==> config.mk <==
export PLATFORM = sky130hd
export DESIGN_NAME = cfg_dma_top
export DESIGN_NICKNAME = d
export VERILOG_FILES = /design/src/rtl/cfg_dma_pkg.sv /design/src/rtl/cfg_dma_regs.sv /design/src/rtl/cfg_dma_cmdq.sv /design/src/rtl/cfg_dma_seq.sv /design/src/rtl/cfg_dma_top.sv
export SDC_FILE = /design/constraint.sdc
export NUM_CORES = 1
export LEC_CHECK = 0
export ABC_AREA = 1
export BUFFER_PORTS_ARGS = -buffer_cell sky130_fd_sc_hd__clkbuf_2
export CORE_MARGIN = 2
export CORE_UTILIZATION = 40
export DETAILED_ROUTE_END_ITERATION = 8
export MAX_ROUTING_LAYER = met4
export PLACE_DENSITY = 0.58
export SLEW_MARGIN = 30
export SYNTH_ARGS = -nofsm -noshare
export SYNTH_HDL_FRONTEND = slang
export SYNTH_SLANG_ARGS = --single-unit
export TNS_END_PERCENT = 20
==> constraint.sdc <==
create_clock -name clk_i -period 9 [get_ports clk_i]
set_clock_uncertainty 0.2 [all_clocks]
set_input_delay 0.45 -clock clk_i [delete_from_list [all_inputs] [get_ports clk_i]]
set_output_delay 0.45 -clock clk_i [all_outputs]
set_load 0.005 [all_outputs]
==> src/rtl/cfg_dma_pkg.sv <==
package cfg_dma_pkg;
  localparam int unsigned WORD_W = 32;
  localparam int unsigned REG_AW = 3;
  localparam int unsigned NUM_EV = 8;

  localparam logic [REG_AW-1:0] RA_CTRL = 3'd0;
  localparam logic [REG_AW-1:0] RA_STAT = 3'd1;
  localparam logic [REG_AW-1:0] RA_ISTS = 3'd2;
  localparam logic [REG_AW-1:0] RA_IMSK = 3'd3;
  localparam logic [REG_AW-1:0] RA_SRC  = 3'd4;
  localparam logic [REG_AW-1:0] RA_DST  = 3'd5;
  localparam logic [REG_AW-1:0] RA_SLEN = 3'd6;
  localparam logic [REG_AW-1:0] RA_DLEN = 3'd7;

  localparam int unsigned EV_DONE  = 0;
  localparam int unsigned EV_WERR  = 1;
  localparam int unsigned EV_RTO   = 2;
  localparam int unsigned EV_RERR  = 3;
  localparam int unsigned EV_RXOV  = 4;
  localparam int unsigned EV_CMDE  = 5;
  localparam int unsigned EV_QOV   = 6;
  localparam int unsigned EV_LENE  = 7;

  localparam logic [WORD_W-1:0] SINK_ADDR = '1;

  typedef struct packed {
    logic [WORD_W-1:0] src;
    logic [WORD_W-1:0] dst;
    logic [WORD_W-1:0] slen;
    logic [WORD_W-1:0] dlen;
  } dma_cmd_t;

  typedef enum logic [1:0] {S_IDLE, S_RD, S_WAIT, S_XFER} seq_st_e;
endpackage

==> src/rtl/cfg_dma_regs.sv <==
module cfg_dma_regs
  import cfg_dma_pkg::*;
(
  input  logic              clk_i,
  input  logic              rst_ni,
  input  logic              we_i,
  input  logic [REG_AW-1:0] addr_i,
  input  logic [WORD_W-1:0] wdata_i,
  output logic [WORD_W-1:0] rdata_o,
  output logic              loop_o,
  output logic              qrate_o,
  output logic              push_o,
  output dma_cmd_t          push_cmd_o,
  input  logic              q_full_i,
  input  logic              q_empty_i,
  input  logic              busy_i,
  input  logic [NUM_EV-1:0] evt_i,
  output logic [NUM_EV-1:0] sts_o,
  output logic              irq_o
);
  logic [1:0]        ctrl_q;
  logic [NUM_EV-1:0] msk_q, sts_q, clr;
  logic [WORD_W-1:0] src_q, dst_q, slen_q;

  assign clr = (we_i && addr_i == RA_ISTS) ? wdata_i[NUM_EV-1:0] : '0;

  always_ff @(posedge clk_i or negedge rst_ni) begin
    if (!rst_ni) begin
      ctrl_q <= '0;
      msk_q  <= '0;
      sts_q  <= '0;
      src_q  <= '0;
      dst_q  <= '0;
      slen_q <= '0;
    end else begin
      // hardware set takes priority over a same-cycle clear
      sts_q <= (sts_q & ~clr) | evt_i;
      if (we_i) begin
        case (addr_i)
          RA_CTRL: ctrl_q <= wdata_i[1:0];
          RA_IMSK: msk_q  <= wdata_i[NUM_EV-1:0];
          RA_SRC:  src_q  <= wdata_i;
          RA_DST:  dst_q  <= wdata_i;
          RA_SLEN: slen_q <= wdata_i;
          default: ;
        endcase
      end
    end
  end

  assign loop_o     = ctrl_q[0];
  assign qrate_o    = ctrl_q[1];
  assign push_o     = we_i && (addr_i == RA_DLEN);
  assign push_cmd_o = '{src: src_q, dst: dst_q, slen: slen_q, dlen: wdata_i};
  assign sts_o      = sts_q;
  assign irq_o      = |(sts_q & msk_q);

  always_comb begin
    rdata_o = '0;
    case (addr_i)
      RA_CTRL: rdata_o[1:0] = ctrl_q;
      RA_STAT: rdata_o[2:0] = {busy_i, q_empty_i, q_full_i};
      RA_ISTS: rdata_o[NUM_EV-1:0] = sts_q;
      RA_IMSK: rdata_o[NUM_EV-1:0] = msk_q;
      RA_SRC:  rdata_o = src_q;
      RA_DST:  rdata_o = dst_q;
      RA_SLEN: rdata_o = slen_q;
      default: rdata_o = '0;
    endcase
  end
endmodule

==> src/rtl/cfg_dma_cmdq.sv <==
module cfg_dma_cmdq
  import cfg_dma_pkg::*;
#(
  parameter int unsigned DEPTH = 4
) (
  input  logic     clk_i,
  input  logic     rst_ni,
  input  logic     push_i,
  input  dma_cmd_t cmd_i,
  input  logic     pop_i,
  output dma_cmd_t head_o,
  output logic     full_o,
  output logic     empty_o,
  output logic     ovf_o
);
  localparam int unsigned PW = (DEPTH > 1) ? $clog2(DEPTH) : 1;
  localparam int unsigned CW = $clog2(DEPTH + 1);

  dma_cmd_t        slots [DEPTH];
  logic [PW-1:0]   wp_q, rp_q;
  logic [CW-1:0]   cnt_q;
  logic            wr_ok, rd_ok;

  assign full_o  = (cnt_q == CW'(DEPTH));
  assign empty_o = (cnt_q == '0);
  assign wr_ok   = push_i && !full_o;
  assign rd_ok   = pop_i && !empty_o;
  assign ovf_o   = push_i && full_o;
  assign head_o  = slots[rp_q];

  function automatic logic [PW-1:0] nxt(input logic [PW-1:0] p);
    return (p == PW'(DEPTH - 1)) ? '0 : p + 1'b1;
  endfunction

  always_ff @(posedge clk_i) begin
    if (wr_ok) slots[wp_q] <= cmd_i;
  end

  always_ff @(posedge clk_i or negedge rst_ni) begin
    if (!rst_ni) begin
      wp_q  <= '0;
      rp_q  <= '0;
      cnt_q <= '0;
    end else begin
      if (wr_ok) wp_q <= nxt(wp_q);
      if (rd_ok) rp_q <= nxt(rp_q);
      case ({wr_ok, rd_ok})
        2'b10:   cnt_q <= cnt_q + 1'b1;
        2'b01:   cnt_q <= cnt_q - 1'b1;
        default: ;
      endcase
    end
  end
endmodule

==> src/rtl/cfg_dma_seq.sv <==
module cfg_dma_seq
  import cfg_dma_pkg::*;
#(
  parameter int unsigned RD_TIMEOUT = 16,
  parameter int unsigned QGAP       = 3
) (
  input  logic              clk_i,
  input  logic              rst_ni,
  input  dma_cmd_t          head_i,
  input  logic              empty_i,
  output logic              pop_o,
  input  logic              loop_i,
  input  logic              qrate_i,
  output logic              mrd_req_o,
  output logic [WORD_W-1:0] mrd_addr_o,
  input  logic              mrd_gnt_i,
  input  logic              mrd_rvalid_i,
  input  logic [WORD_W-1:0] mrd_rdata_i,
  input  logic              mrd_err_i,
  output logic              mwr_valid_o,
  output logic [WORD_W-1:0] mwr_addr_o,
  output logic [WORD_W-1:0] mwr_data_o,
  input  logic              mwr_ready_i,
  input  logic              mwr_err_i,
  output logic              cfg_valid_o,
  output logic [WORD_W-1:0] cfg_data_o,
  input  logic              cfg_ready_i,
  output logic              busy_o,
  output logic [NUM_EV-1:0] evt_o
);
  localparam int unsigned TW = $clog2(RD_TIMEOUT + 1);
  localparam int unsigned GW = $clog2(QGAP + 1);

  seq_st_e           st_q;
  logic [WORD_W-1:0] src_q, dst_q, rem_q, data_q;
  logic              sink_q;
  logic [TW-1:0]     tmo_q;
  logic [GW-1:0]     gap_q;

  logic to_sink, len_bad, len_err, cmd_err, cfg_hs, wr_hs, beat_ok, tmo_hit, last;

  assign to_sink = (head_i.dst == SINK_ADDR) && !loop_i;
  assign len_bad = (head_i.slen != head_i.dlen);
  assign len_err = to_sink && len_bad;
  assign cmd_err = to_sink ? (!len_bad && head_i.slen == '0)
                           : (len_bad || head_i.slen == '0);

  assign pop_o       = (st_q == S_IDLE) && !empty_i;
  assign busy_o      = (st_q != S_IDLE);
  assign mrd_req_o   = (st_q == S_RD);
  assign mrd_addr_o  = src_q;
  assign mwr_valid_o = (st_q == S_XFER) && !sink_q;
  assign mwr_addr_o  = dst_q;
  assign mwr_data_o  = data_q;
  assign cfg_valid_o = (st_q == S_XFER) && sink_q && !(qrate_i && gap_q != '0);
  assign cfg_data_o  = data_q;

  assign cfg_hs  = cfg_valid_o && cfg_ready_i;
  assign wr_hs   = mwr_valid_o && mwr_ready_i;
  assign beat_ok = sink_q ? cfg_hs : (wr_hs && !mwr_err_i);
  assign tmo_hit = (st_q == S_WAIT) && !mrd_rvalid_i && (tmo_q == TW'(RD_TIMEOUT - 1));
  assign last    = (rem_q == WORD_W'(1));

  always_comb begin
    evt_o          = '0;
    evt_o[EV_DONE] = (st_q == S_XFER) && beat_ok && last;
    evt_o[EV_WERR] = wr_hs && mwr_err_i;
    evt_o[EV_RTO]  = tmo_hit;
    evt_o[EV_RERR] = (st_q == S_WAIT) && mrd_rvalid_i && mrd_err_i;
    evt_o[EV_RXOV] = mrd_rvalid_i && (st_q != S_WAIT);
    evt_o[EV_CMDE] = pop_o && cmd_err;
    evt_o[EV_LENE] = pop_o && len_err;
  end

  always_ff @(posedge clk_i or negedge rst_ni) begin
    if (!rst_ni) begin
      st_q   <= S_IDLE;
      src_q  <= '0;
      dst_q  <= '0;
      rem_q  <= '0;
      data_q <= '0;
      sink_q <= 1'b0;
      tmo_q  <= '0;
      gap_q  <= '0;
    end else begin
      // spacing counter restarts on every sink acceptance
      if (cfg_hs)              gap_q <= GW'(QGAP);
      else if (gap_q != '0)    gap_q <= gap_q - 1'b1;
      case (st_q)
        S_IDLE: if (pop_o && !len_err && !cmd_err) begin
          src_q  <= head_i.src;
          dst_q  <= head_i.dst;
          rem_q  <= head_i.slen;
          sink_q <= to_sink;
          st_q   <= S_RD;
        end
        S_RD: if (mrd_gnt_i) begin
          tmo_q <= '0;
          st_q  <= S_WAIT;
        end
        S_WAIT: begin
          if (mrd_rvalid_i) begin
            data_q <= mrd_rdata_i;
            st_q   <= mrd_err_i ? S_IDLE : S_XFER;
          end else if (tmo_hit) begin
            st_q <= S_IDLE;
          end else begin
            tmo_q <= tmo_q + 1'b1;
          end
        end
        S_XFER: begin
          if (wr_hs && mwr_err_i) begin
            st_q <= S_IDLE;
          end else if (beat_ok) begin
            rem_q <= rem_q - 1'b1;
            src_q <= src_q + WORD_W'(4);
            dst_q <= dst_q + WORD_W'(4);
            st_q  <= last ? S_IDLE : S_RD;
          end
        end
        default: st_q <= S_IDLE;
      endcase
    end
  end
endmodule

==> src/rtl/cfg_dma_top.sv <==
module cfg_dma_top
  import cfg_dma_pkg::*;
#(
  parameter int unsigned Q_DEPTH    = 4,
  parameter int unsigned RD_TIMEOUT = 16
) (
  input  logic              clk_i,
  input  logic              rst_ni,
  input  logic              reg_we_i,
  input  logic [REG_AW-1:0] reg_addr_i,
  input  logic [WORD_W-1:0] reg_wdata_i,
  output logic [WORD_W-1:0] reg_rdata_o,
  output logic              irq_o,
  output logic              mrd_req_o,
  output logic [WORD_W-1:0] mrd_addr_o,
  input  logic              mrd_gnt_i,
  input  logic              mrd_rvalid_i,
  input  logic [WORD_W-1:0] mrd_rdata_i,
  input  logic              mrd_err_i,
  output logic              mwr_valid_o,
  output logic [WORD_W-1:0] mwr_addr_o,
  output logic [WORD_W-1:0] mwr_data_o,
  input  logic              mwr_ready_i,
  input  logic              mwr_err_i,
  output logic              cfg_valid_o,
  output logic [WORD_W-1:0] cfg_data_o,
  input  logic              cfg_ready_i
);
  logic              ctrl_loop, ctrl_qrate;
  logic              q_push, q_pop, q_full, q_empty, q_ovf, seq_busy;
  dma_cmd_t          push_cmd, q_head;
  logic [NUM_EV-1:0] seq_evt, evt_all, int_sts;

  always_comb begin
    evt_all         = seq_evt;
    evt_all[EV_QOV] = q_ovf;
  end

  cfg_dma_regs u_regs (
    .clk_i, .rst_ni,
    .we_i       (reg_we_i),
    .addr_i     (reg_addr_i),
    .wdata_i    (reg_wdata_i),
    .rdata_o    (reg_rdata_o),
    .loop_o     (ctrl_loop),
    .qrate_o    (ctrl_qrate),
    .push_o     (q_push),
    .push_cmd_o (push_cmd),
    .q_full_i   (q_full),
    .q_empty_i  (q_empty),
    .busy_i     (seq_busy),
    .evt_i      (evt_all),
    .sts_o      (int_sts),
    .irq_o      (irq_o)
  );

  cfg_dma_cmdq #(.DEPTH(Q_DEPTH)) u_cmdq (
    .clk_i, .rst_ni,
    .push_i  (q_push),
    .cmd_i   (push_cmd),
    .pop_i   (q_pop),
    .head_o  (q_head),
    .full_o  (q_full),
    .empty_o (q_empty),
    .ovf_o   (q_ovf)
  );

  cfg_dma_seq #(.RD_TIMEOUT(RD_TIMEOUT)) u_seq (
    .clk_i, .rst_ni,
    .head_i       (q_head),
    .empty_i      (q_empty),
    .pop_o        (q_pop),
    .loop_i       (ctrl_loop),
    .qrate_i      (ctrl_qrate),
    .mrd_req_o, .mrd_addr_o, .mrd_gnt_i, .mrd_rvalid_i, .mrd_rdata_i, .mrd_err_i,
    .mwr_valid_o, .mwr_addr_o, .mwr_data_o, .mwr_ready_i, .mwr_err_i,
    .cfg_valid_o, .cfg_data_o, .cfg_ready_i,
    .busy_o       (seq_busy),
    .evt_o        (seq_evt)
  );
endmodule

Word-level counts from Yosys, hierarchy flattened --
Memory sizes are Yosys's and may differ from the RTL's. Cells that the tools add are included.
Storage, ports and cells: register bits 259, bits in latches 0, RAM bits 512, ROM bits 0, input bits 76, output and inout bits 164, word-level logic and storage cells 158, memories kept 1
Memories:
- u_cmdq.slots | depth 4, bits a word 128, rd ports 1, clocked after memory_dff 0, wr ports 1, line cfg_dma_cmdq.sv:19 | dma_cmd_t slots [DEPTH];
Cells by class: $add $sub $neg 9, $mul 0, div/mod/pow operators 0, $lt $le $gt $ge 0, eq/ne operators 28, shift operators 0, muxes and demuxes 39, bitwise operators 4, reductions and logical operators 60
Operator list (count):
- $mux W32 | 9
- $pmux W32 S2 | 3
- $pmux W24 S3 | 1
- $add A32 B3 Y32 const B | 2
- $eq A32 B1 Y1 const B | 1
- $eq A32 B32 Y1 const B | 1
- $logic_not A32 Y1 | 1
- $ne A32 B32 Y1 | 1
- $sub A32 B1 Y32 const B | 1
- $logic_and A1 B1 Y1 | 28
- $pmux W5 S5 | 1
- $mux W2 | 11
- $and A8 B8 Y8 | 2
- $eq A3 B3 Y1 const B | 5
- $mux W5 | 3
- $pmux W2 S7 | 1
- $reduce_and A2 Y1 | 7
- $reduce_and A4 Y1 | 3
- $reduce_bool A2 Y1 | 6
- $eq A2 B2 Y1 const B | 5
- $logic_not A1 Y1 | 10
- $ne A2 B2 Y1 const B | 5
- $pmux W5 S2 | 1
- $mux W8 | 1
- other kinds (21) | 31

Logic depth before layout (Yosys ltp) --
Gate-level depths: netlist (run 1).
depth after elaboration 9, depth in mapped cells 21, mapped depth without buffers 17

By module --
Synthesis (run 1) repeated with hierarchy kept, for this count alone.
Unflattened totals: cells, all modules 3944, area, all modules 36864.1 um^2
By module, submodules not included:
- cfg_dma_cmdq | times used 1, cells each 1556, area each 20742.4 um^2, sequential area each 15549.9 um^2
- cfg_dma_seq | times used 1, cells each 1627, area each 10146.0 um^2, sequential area each 3453.3 um^2
- cfg_dma_regs | times used 1, cells each 761, area each 5975.7 um^2, sequential area each 2852.7 um^2

Worst setup path before layout (run 1) --
No wires, ideal clock.
path kind input to register, from input reg_we_i, to memory u_cmdq.slots[0][0] (netlist bit) (enable), setup time 0.617 ns, arrival 6.436 ns, data required time 8.183 ns, setup slack 1.748 ns, stages 5, buffers on the path 1, cell sequence clkbuf_1 -> nand4_1 -> nor2_1 -> inv_1 -> nor2_1
On the way: longest elaborated chain between the ends 4
Ends and longest elaborated chain:
- from (decl) | line cfg_dma_top.sv:9 | input logic reg_we_i,
- $logic_and A1 B1 Y1 | line cfg_dma_regs.sv:53 | assign push_o = we_i && (addr_i == RA_DLEN);
- $logic_and A1 B1 Y1 | line cfg_dma_cmdq.sv:26 | assign wr_ok = push_i && !full_o;
- $mux W1 | line cfg_dma_cmdq.sv:36 | if (wr_ok) slots[wp_q] <= cmd_i;
- $mux W1 (implied by the code) | line cfg_dma_cmdq.sv:36
- to (decl) | line cfg_dma_cmdq.sv:19
Every way passes these cells.

Final worst setup path (run 1) --
from register u_cmdq.rp_q[0], to register u_seq.dst_q[14] (netlist: u_seq.mwr_addr_o[14])
On the way: longest elaborated chain between the ends 9, elaborated cells between the ends (all ways) 18, those cells by class 3 x eq/ne; 3 x mux; 11 x reduce/logical; 1 x memory
Ends and longest elaborated chain:
- from (decl) | line cfg_dma_cmdq.sv:20 | logic [PW-1:0] wp_q, rp_q;
- from (signal assigned) | line cfg_dma_cmdq.sv:46 | if (rd_ok) rp_q <= nxt(rp_q);
- $mem_v2 Z4 W128 *
- $ne A32 B32 Y1 or $eq A32 B32 Y1 (tied branches) | line cfg_dma_seq.sv:43, cfg_dma_seq.sv:42
- $logic_not A1 Y1 or $logic_and A1 B1 Y1 (tied branches) | line cfg_dma_seq.sv:45, cfg_dma_seq.sv:42
- $logic_and A1 B1 Y1, on equally long branches | line cfg_dma_seq.sv:45, cfg_dma_seq.sv:44
- $mux W1 or $logic_not A1 Y1 (tied branches) | line cfg_dma_seq.sv:45, cfg_dma_seq.sv:90
- $logic_not A1 Y1 or $logic_and A1 B1 Y1 (tied branches) | line cfg_dma_seq.sv:90 | S_IDLE: if (pop_o && !len_err && !cmd_err) begin
- $logic_and A1 B1 Y1 | line cfg_dma_seq.sv:90
- $ne A2 B2 Y1 (no source line)
- $reduce_and A4 Y1 (no source line)
- to (signal assigned) | line cfg_dma_seq.sv:92 | dst_q <= head_i.dst;
- to (signal assigned) | line cfg_dma_seq.sv:117 | dst_q <= dst_q + WORD_W'(4);
- to (decl) | line cfg_dma_seq.sv:35 | logic [WORD_W-1:0] src_q, dst_q, rem_q, data_q;
Mark *: on every way between the ends. The rest lies on a longest branch, timed or not. The select of a mux whose other input is x is not followed. A chain may end at the register's enable or synchronous reset.

==> results of run 1 <==
[power groups by stage]
stage / Clock [uW] / Sequential, uW / Combinational, uW
2_1_floorplan: 0 / 4810 / 3060
3_3_place_gp: 0 / 5070 / 4220
3_5_place_dp: 0 / 5070 / 4270
4_1_cts: 3670 / 5010 / 4310
5_1_grt: 3810 / 5090 / 4850
6_report: 3600 / 5020 / 4270
[registers in the layout, summed over array words and instances, names as in the netlist, 8 cells and up]
name and cells:
u_regs.slen_q 32, u_regs.dst_q 32, u_seq.mrd_addr_o 32, u_seq.rem_q 32
u_seq.cfg_data_o 32, u_cmdq.slots 512, u_seq.mwr_addr_o 32, u_regs.sts_o 8
u_regs.msk_q 8, u_regs.src_q 32
[cells in the mapped netlist, types with 6 or more instances]
cell,instances,area share [%]
a21oi_1,32,0.46
a22oi_1,8,0.17
a31oi_1,11,0.20
a32o_1,7,0.20
buf_2,39,0.56
buf_4,49,1.1
buf_6,14,0.45
clkbuf_1,100,1.1
dfrtp_1,259,19
edfxtp_1,512,44
ha_1,13,0.47
inv_1,164,1.8
inv_2,6,0.065
nand2_1,1380,15
nand3_1,306,4.4
nand4_1,37,0.67
nor2_1,231,2.5
nor3_1,33,0.47
nor4_1,14,0.25
o21ai_0,300,4.3
o22ai_1,47,0.84
xnor2_1,25,0.63
xor2_1,35,0.88
[layout make-up]
class / count / area, um^2 / area share, %
Sequential cell: 771 / 21860 / 54.15
Multi-Input combinational cell: 2510 / 11250 / 27.86
Clock buffer: 108 / 2337 / 5.788
Timing Repair Buffer: 342 / 2252 / 5.578
Tap cell: 1155 / 1445 / 3.579
Inverter: 175 / 668.1 / 1.655
Clock inverter: 49 / 564.3 / 1.397
[repair_timing]
| action | 4_1_cts | 5_1_grt |
|---|---|---|
| hold buffers | 73 | 0 |
| hold endpoints to repair | 268 | 0 |
| setup buffers | 0 | 0 |
[worst max-delay path by stage]
stage               slack, ps                                to  depth (start not counted)                        from
floorplan                1750      u_cmdq.slots[0][0]$_DFFE_PP_                          5                    reg_we_i
global placement         3540  u_seq.mwr_addr_o[26]$_DFFE_PN0P_                         18  u_cmdq.rp_q[0]$_DFFE_PN0P_
detailed placement       3430  u_seq.mwr_addr_o[25]$_DFFE_PN0P_                         18  u_cmdq.rp_q[0]$_DFFE_PN0P_
CTS                      3390  u_seq.mwr_addr_o[25]$_DFFE_PN0P_                         18  u_cmdq.rp_q[0]$_DFFE_PN0P_
global route             2950  u_seq.mwr_addr_o[13]$_DFFE_PN0P_                         18  u_cmdq.rp_q[0]$_DFFE_PN0P_
finish                   3430  u_seq.mwr_addr_o[14]$_DFFE_PN0P_                         18  u_cmdq.rp_q[0]$_DFFE_PN0P_
[metal layers]
layer	track usage, %	vias to the layer above
met5	-	-
met4	6.369	0
met3	4.457	154
met2	35.46	829
met1	31.19	12700
li1	-	12730
[kinds of logic (layout without fill, tap and decap cells)]
logic type,after synthesis,in the layout,share of synthesized area [%]
compound gates,424,424,6.640
buf+inv,382,674,5.098
simple gates,2012,2012,23.43
fa+ha+maj,14,14,0.5249
flops,771,771,62.80
xor+xnor,60,60,1.510
[stage by stage]
step | std cells | util (%) | setup slack, ps
after floorplan | 3663 | - | 1748
after global placement | 4878 | 42.42 | 3545
after detailed placement | 4878 | 42.42 | 3427
after CTS | 5108 | 46.62 | 3392
after global routing | 5110 | 46.69 | 2948
final | 5110 | 46.69 | 3426
[worst register-to-register path, delay by kind of cell (launching register included)]
kind / cells / cell delay, ps
buffers and inverters: 4 / 1950
and+or+nand+nor: 14 / 2450
DFF: 1 / 860
==> flow_metrics.py, run 1 <==
metrics = {
    "outcome": {
        "status": "finished clean",
    },
    "power": {
        "powerDensity_nw_per_um2": 319.2,
        "peakVddDrop_uv": 175.8,
        "power_frac_seq_pct": 38.9,
        "p_int_uw": 7840,
        "power_switching_uw": 5049,
        "p_leak_uw": 0.01713,
        "comb_power_share_pct": 33.1,
        "finalPower_uw": 12890,
        "p_clk_share_pct": 28.0,
        "switching_share_pct": 39.18,
    },
    "setup_path": {
        "r2r_setup_slack_ps": 3430,
        "reg2reg_to": "u_seq.mwr_addr_o[14]$_DFFE_PN0P_",
        "cp-end-kind": "flop",
        "path_cells": "buf_4, buf_4, nand2_1, nand3_1, nand2_1, nand2_1, nand2_1, inv_1, nand2_1, nor2_1, nand2_1, nor2_2, nand4_4, nand2_4, nand2_4, buf_4, nand2_1, nand2_1",
        "r2r-start": "u_cmdq.rp_q[0]$_DFFE_PN0P_",
        "crit_type": "reg -> reg",
        "cp-start-kind": "flop",
        "worst_path_max_delay_cell": "dfrtp_4",
        "crit_family": "simple AND/OR/NAND/NOR gates",
        "critPathMaxStageDelay_ps": 860,
        "critPathBufInv": 4,
        "cp_max_fo": 75,
        "required_ps": 9310,
        "worst_ep_arrival_time_ps": 5890,
        "rr_worst_depth": 18,
        "cpMostUsedCell": "nand2_1",
    },
    "layout": {
        "drive_gt1_share_pct": 10.90,
        "most-common-layout-cells": "nand2_1, edfxtp_1, nand3_1",
        "fin_area_um2": 40380,
        "diodes": 0,
        "fin_nets": 3974,
        "area_delta_synth_final_pct": 16.02,
        "layout_commonest_cell": "nand2_1",
        "fillers": 8229,
    },
    "detailed_routing": {
        "vias": 26410,
        "top_layer_used": "met4",
        "drc": 0,
        "firstDrtPassIters": 7,
        "drt-initial-drc-count": 2139,
        "viasPerCell": 5.169,
        "wl_met3_mm": 6.844,
        "routed_wirelength_mm": 100.6,
        "met1_length_mm": 44.14,
        "avgRoutedWirePerCell_um": 19.69,
        "ant_nets": 0,
        "wl_met2_mm": 46.84,
    },
    "floorplanning": {
        "die_y_um": 299.0,
        "core_area_um2": 86480,
        "ios": 240,
        "num_rows": 108,
        "die_area_um2": 89380,
        "initial_core_util_pct": 40.24,
        "die_w_um": 299.0,
    },
    "clock_network": {
        "clockBufferDepth": 3,
        "cts_made_buffers": 84,
        "cts_max_level": 3,
        "cts_resized": 0,
        "cts_tree": "built",
        "cts_root_buf": "clkbuf_16",
        "cts_sinks": 771,
        "insertion_delay_ps": 640,
        "clk_pin_slew_ps": 60,
    },
    "logic_synthesis": {
        "syn_area_per_cell_um2": 9.501,
        "synthFlopType": "edfxtp_1",
        "netlist_area_um2": 34800,
        "ys_ff_latch": 771,
        "yosys_warnings": 0,
        "synthArstFlopShare_pct": 33.59,
        "syn_nets": 3753,
        "yosysUniqueCellTypes": 44,
        "synthCells": 3663,
        "synth_edf_count": 512,
        "seq_area_frac_synth_pct": 62.80,
    },
    "timing": {
        "max-slew-margin-rel_pct": 37.40,
        "fmax_ghz": 0.1794,
        "finalCritPeriodShare_pct": 61.94,
        "rsz0062_at_grt": "no",
        "fin_crit_ps": 5574,
        "hold_slack_ps": 88.96,
        "tns_ps": 0,
        "worstMarginPinSlew_ps": 939.0,
        "report.final.slew_viol_count": 0,
        "hold_viol": 0,
        "finalSetupViolations": 0,
    },
    "grt": {
        "grt_max_degree": 160,
        "grt_overflow_total": 0,
        "grt_use_total_pct": 23.02,
        "grt_antenna_before_repair": 1,
        "grt_pass1_wl_mm": 153.0,
        "grt_pass1_vias": 24620,
    },
    "hold_path": {
        "whs_path_depth": 3,
        "worstHoldStart": "reg_we_i",
        "holdCritPathClass": "in -> reg",
        "hold_end": "u_regs.ctrl_q[0]$_DFFE_PN0P_",
    },
    "placement": {
        "dp_hpwl_mm": 63.89,
        "place_area_um2": 36690,
        "place_congestion": 0.9309,
        "io_buffers": 239,
    },
    "run": {
        "drv_cap": 0,
    },
}
No activity file was read; power rests on OpenSTA's default activity.
==> inputs of run 2 (changes only) <==
- ABC_AREA: 1 -> 0
- PLACE_DENSITY: 0.58 -> 0.6
- clock period: 9 -> 4.9 ns (I/O delays scaled with it)
==> run 2 against run 1 <==
  * Register-to-register slack worse by 3000 ps
  * Via count shrank 20%
  * Core utilization increased by 0.85 points
==> flow_metrics.py, run 2 <==
metrics = {
    "layout": {
        "fillers": 7029,
        "largest_reg_flops": 512,
        "layout_commonest_cell": "edfxtp_1",
        "largest_register": "u_cmdq.slots",
        "fin_area_um2": 38910,
        "area_delta_synth_final_pct": 18.06,
        "most-common-layout-cells": "edfxtp_1, dfrtp_1, clkbuf_2",
        "multi_input_comb_area_um2": 10270,
        "stdcell_count": 3623,
        "fin_nets": 2573,
        "regArea_um2": 21860,
        "drive_gt1_share_pct": 27.64,
    },
    "detailed_routing": {
        "viasPerCell": 5.805,
        "firstDrtPassIters": 6,
        "avgRoutedWirePerCell_um": 25.37,
        "drt-initial-drc-count": 2028,
        "vias": 21030,
        "routed_wirelength_mm": 91.93,
        "ant_nets": 0,
        "drc": 0,
    },
    "grt": {
        "grt_use_total_pct": 22.14,
        "grt_max_degree": 107,
        "grt_pass1_vias": 20760,
        "grt_overflow_total": 0,
        "grt_antenna_before_repair": 4,
        "grt_pass1_wl_mm": 137.3,
    },
    "outcome": {
        "status": "finished clean",
    },
    "floorplanning": {
        "core_area_um2": 81850,
        "initial_core_util_pct": 40.27,
        "die_w_um": 291.0,
        "die_area_um2": 84710,
        "num_rows": 105,
        "die_y_um": 291.0,
        "ios": 240,
    },
    "logic_synthesis": {
        "ys_ff_latch": 771,
        "syn_nets": 2290,
        "netlist_area_um2": 32960,
        "synth_area_leaders": "edfxtp_1, dfrtp_1, mux4_2",
        "yosysTopAreaCellShare_pct": 46.65,
        "seq_area_frac_synth_pct": 66.31,
        "yosys_warnings": 0,
        "syn_area_per_cell_um2": 14.98,
        "synth_edf_count": 512,
        "synthArstFlopShare_pct": 33.59,
        "synth_most_common_cell": "edfxtp_1",
        "synth.top_cells.by_count": "edfxtp_1, dfrtp_1, mux2_2",
        "synthCells": 2200,
        "synthFlopType": "edfxtp_1",
        "yosysTopAreaCell": "edfxtp_1",
        "yosysUniqueCellTypes": 62,
    },
    "setup_path": {
        "critPathBufInv": 1,
        "path_cells": "buf_12, mux4_2, xor2_1, nor4_1, nand4_1, or3_2, nand2_1, mux2_2",
        "worst_ep_arrival_time_ps": 4820,
        "crit_type": "reg -> reg",
        "rr_worst_depth": 8,
        "r2r-start": "u_cmdq.rp_q[0]$_DFFE_PN0P_",
        "required_ps": 5220,
        "cp-start-kind": "flop",
        "worst_path_max_delay_cell": "or3_2",
        "cp_max_fo": 48,
        "crit_family": "simple AND/OR/NAND/NOR gates",
        "cp-end-kind": "flop",
        "reg2reg_to": "u_seq.rem_q[1]$_DFFE_PN0P_",
        "r2r_setup_slack_ps": 390,
        "critPathMaxStageDelay_ps": 910,
    },
    "timing": {
        "rsz0062_at_grt": "no",
        "hold_viol": 0,
        "max-slew-margin-rel_pct": 34.41,
        "finalCritPeriodShare_pct": 91.98,
        "tns_ps": 0,
        "report.final.slew_viol_count": 0,
        "fmax_ghz": 0.2219,
        "worstMarginPinSlew_ps": 983.9,
        "fin_crit_ps": 4507,
        "finalSetupViolations": 0,
    },
    "clock_network": {
        "post-cts-setup-buffers": 0,
        "cts_sinks": 771,
        "cts_tree": "built",
        "cts_resized": 0,
        "clockBufferDepth": 3,
        "insertion_delay_ps": 630,
        "cts_made_buffers": 81,
        "hold_buffers": 77,
        "clk_pin_slew_ps": 60,
        "cts_max_level": 3,
        "cts_root_buf": "clkbuf_16",
    },
    "placement": {
        "placed_cells": 3393,
        "dp_hpwl_mm": 60.75,
        "io_buffers": 239,
        "place_area_um2": 35340,
        "place_congestion": 0.8637,
    },
    "power": {
        "powerDensity_nw_per_um2": 541.5,
        "peakVddDrop_uv": 339.3,
        "p_leak_uw": 0.01402,
    },
    "run": {
        "drv_cap": 0,
    },
    "hold_path": {
        "holdCritPathClass": "in -> async",
    },
}
==> run 2: cell type report <==
cell class	count	share of cell area [%]
multi-input cells	1241	26.40
inverters	20	0.1929
clock inverters	37	1.035
diodes	2	0.01286
flip-flops and latches	771	56.19
clock buffers	114	6.139
well taps	1070	3.441
repair buffers	368	6.586
==> run 2: worst max path at each step <==
stage | depth (start not counted) | from | to
after floorplan | 5 | reg_addr_i[0] | u_cmdq.slots[3][0]$_DFFE_PP_
after global placement | 8 | u_cmdq.rp_q[0]$_DFFE_PN0P_ | u_seq.rem_q[1]$_DFFE_PN0P_
after detailed placement | 8 | u_cmdq.rp_q[0]$_DFFE_PN0P_ | u_seq.rem_q[1]$_DFFE_PN0P_
after CTS | 8 | u_cmdq.rp_q[0]$_DFFE_PN0P_ | u_seq.rem_q[1]$_DFFE_PN0P_
after global routing | 9 | u_cmdq.rp_q[0]$_DFFE_PN0P_ | u_seq.rem_q[6]$_DFFE_PN0P_
final | 8 | u_cmdq.rp_q[0]$_DFFE_PN0P_ | u_seq.rem_q[1]$_DFFE_PN0P_
==> run 2: kinds of logic (layout without fill, tap and decap cells) <==
logic type | Yosys count | count (layout) | synth area share, %
multiplexers | 310 | 310 | 14.80
flip-flops | 771 | 771 | 66.31
other | 0 | 2 | 0
adder cells (fa/ha/maj) | 14 | 14 | 0.5543
XOR/XNOR | 38 | 38 | 1.010
AO/OA/AOI/OAI | 326 | 326 | 6.336
AND/OR/NAND/NOR | 553 | 553 | 8.303
buffers and inverters | 188 | 539 | 2.680
==> run 2: power by group <==
| group | switching, uW | internal (uW) |
|---|---|---|
| Combinational | 3070 | 2510 |
| Sequential | 1150 | 7980 |
| Clock | 2530 | 3830 |
| Total | 6750 | 14300 |
==> run 2: metrics by stage <==
stage	total power, uW	setup slack (ps)	utilization, %	hold slack [ps]
3_5_place_dp	14770	386.1	43.18	171.1
6_report	21070	393.1	47.54	25.94
2_1_floorplan	12530	207.6	-	-250.6
5_1_grt	22020	201.4	47.53	109.9
4_1_cts	21200	379.8	47.53	55.08
3_3_place_gp	14620	464.0	43.15	169.1
==> run 2: metal layers <==
layer / track usage [%] / up-vias / part of all wire (%)
met5: - / - / 0
met4: 5.358 / 0 / 1.8
met3: 2.802 / 105 / 5.7
met2: 34.40 / 745 / 48
met1: 31.17 / 11020 / 44
li1: - / 9158 / -
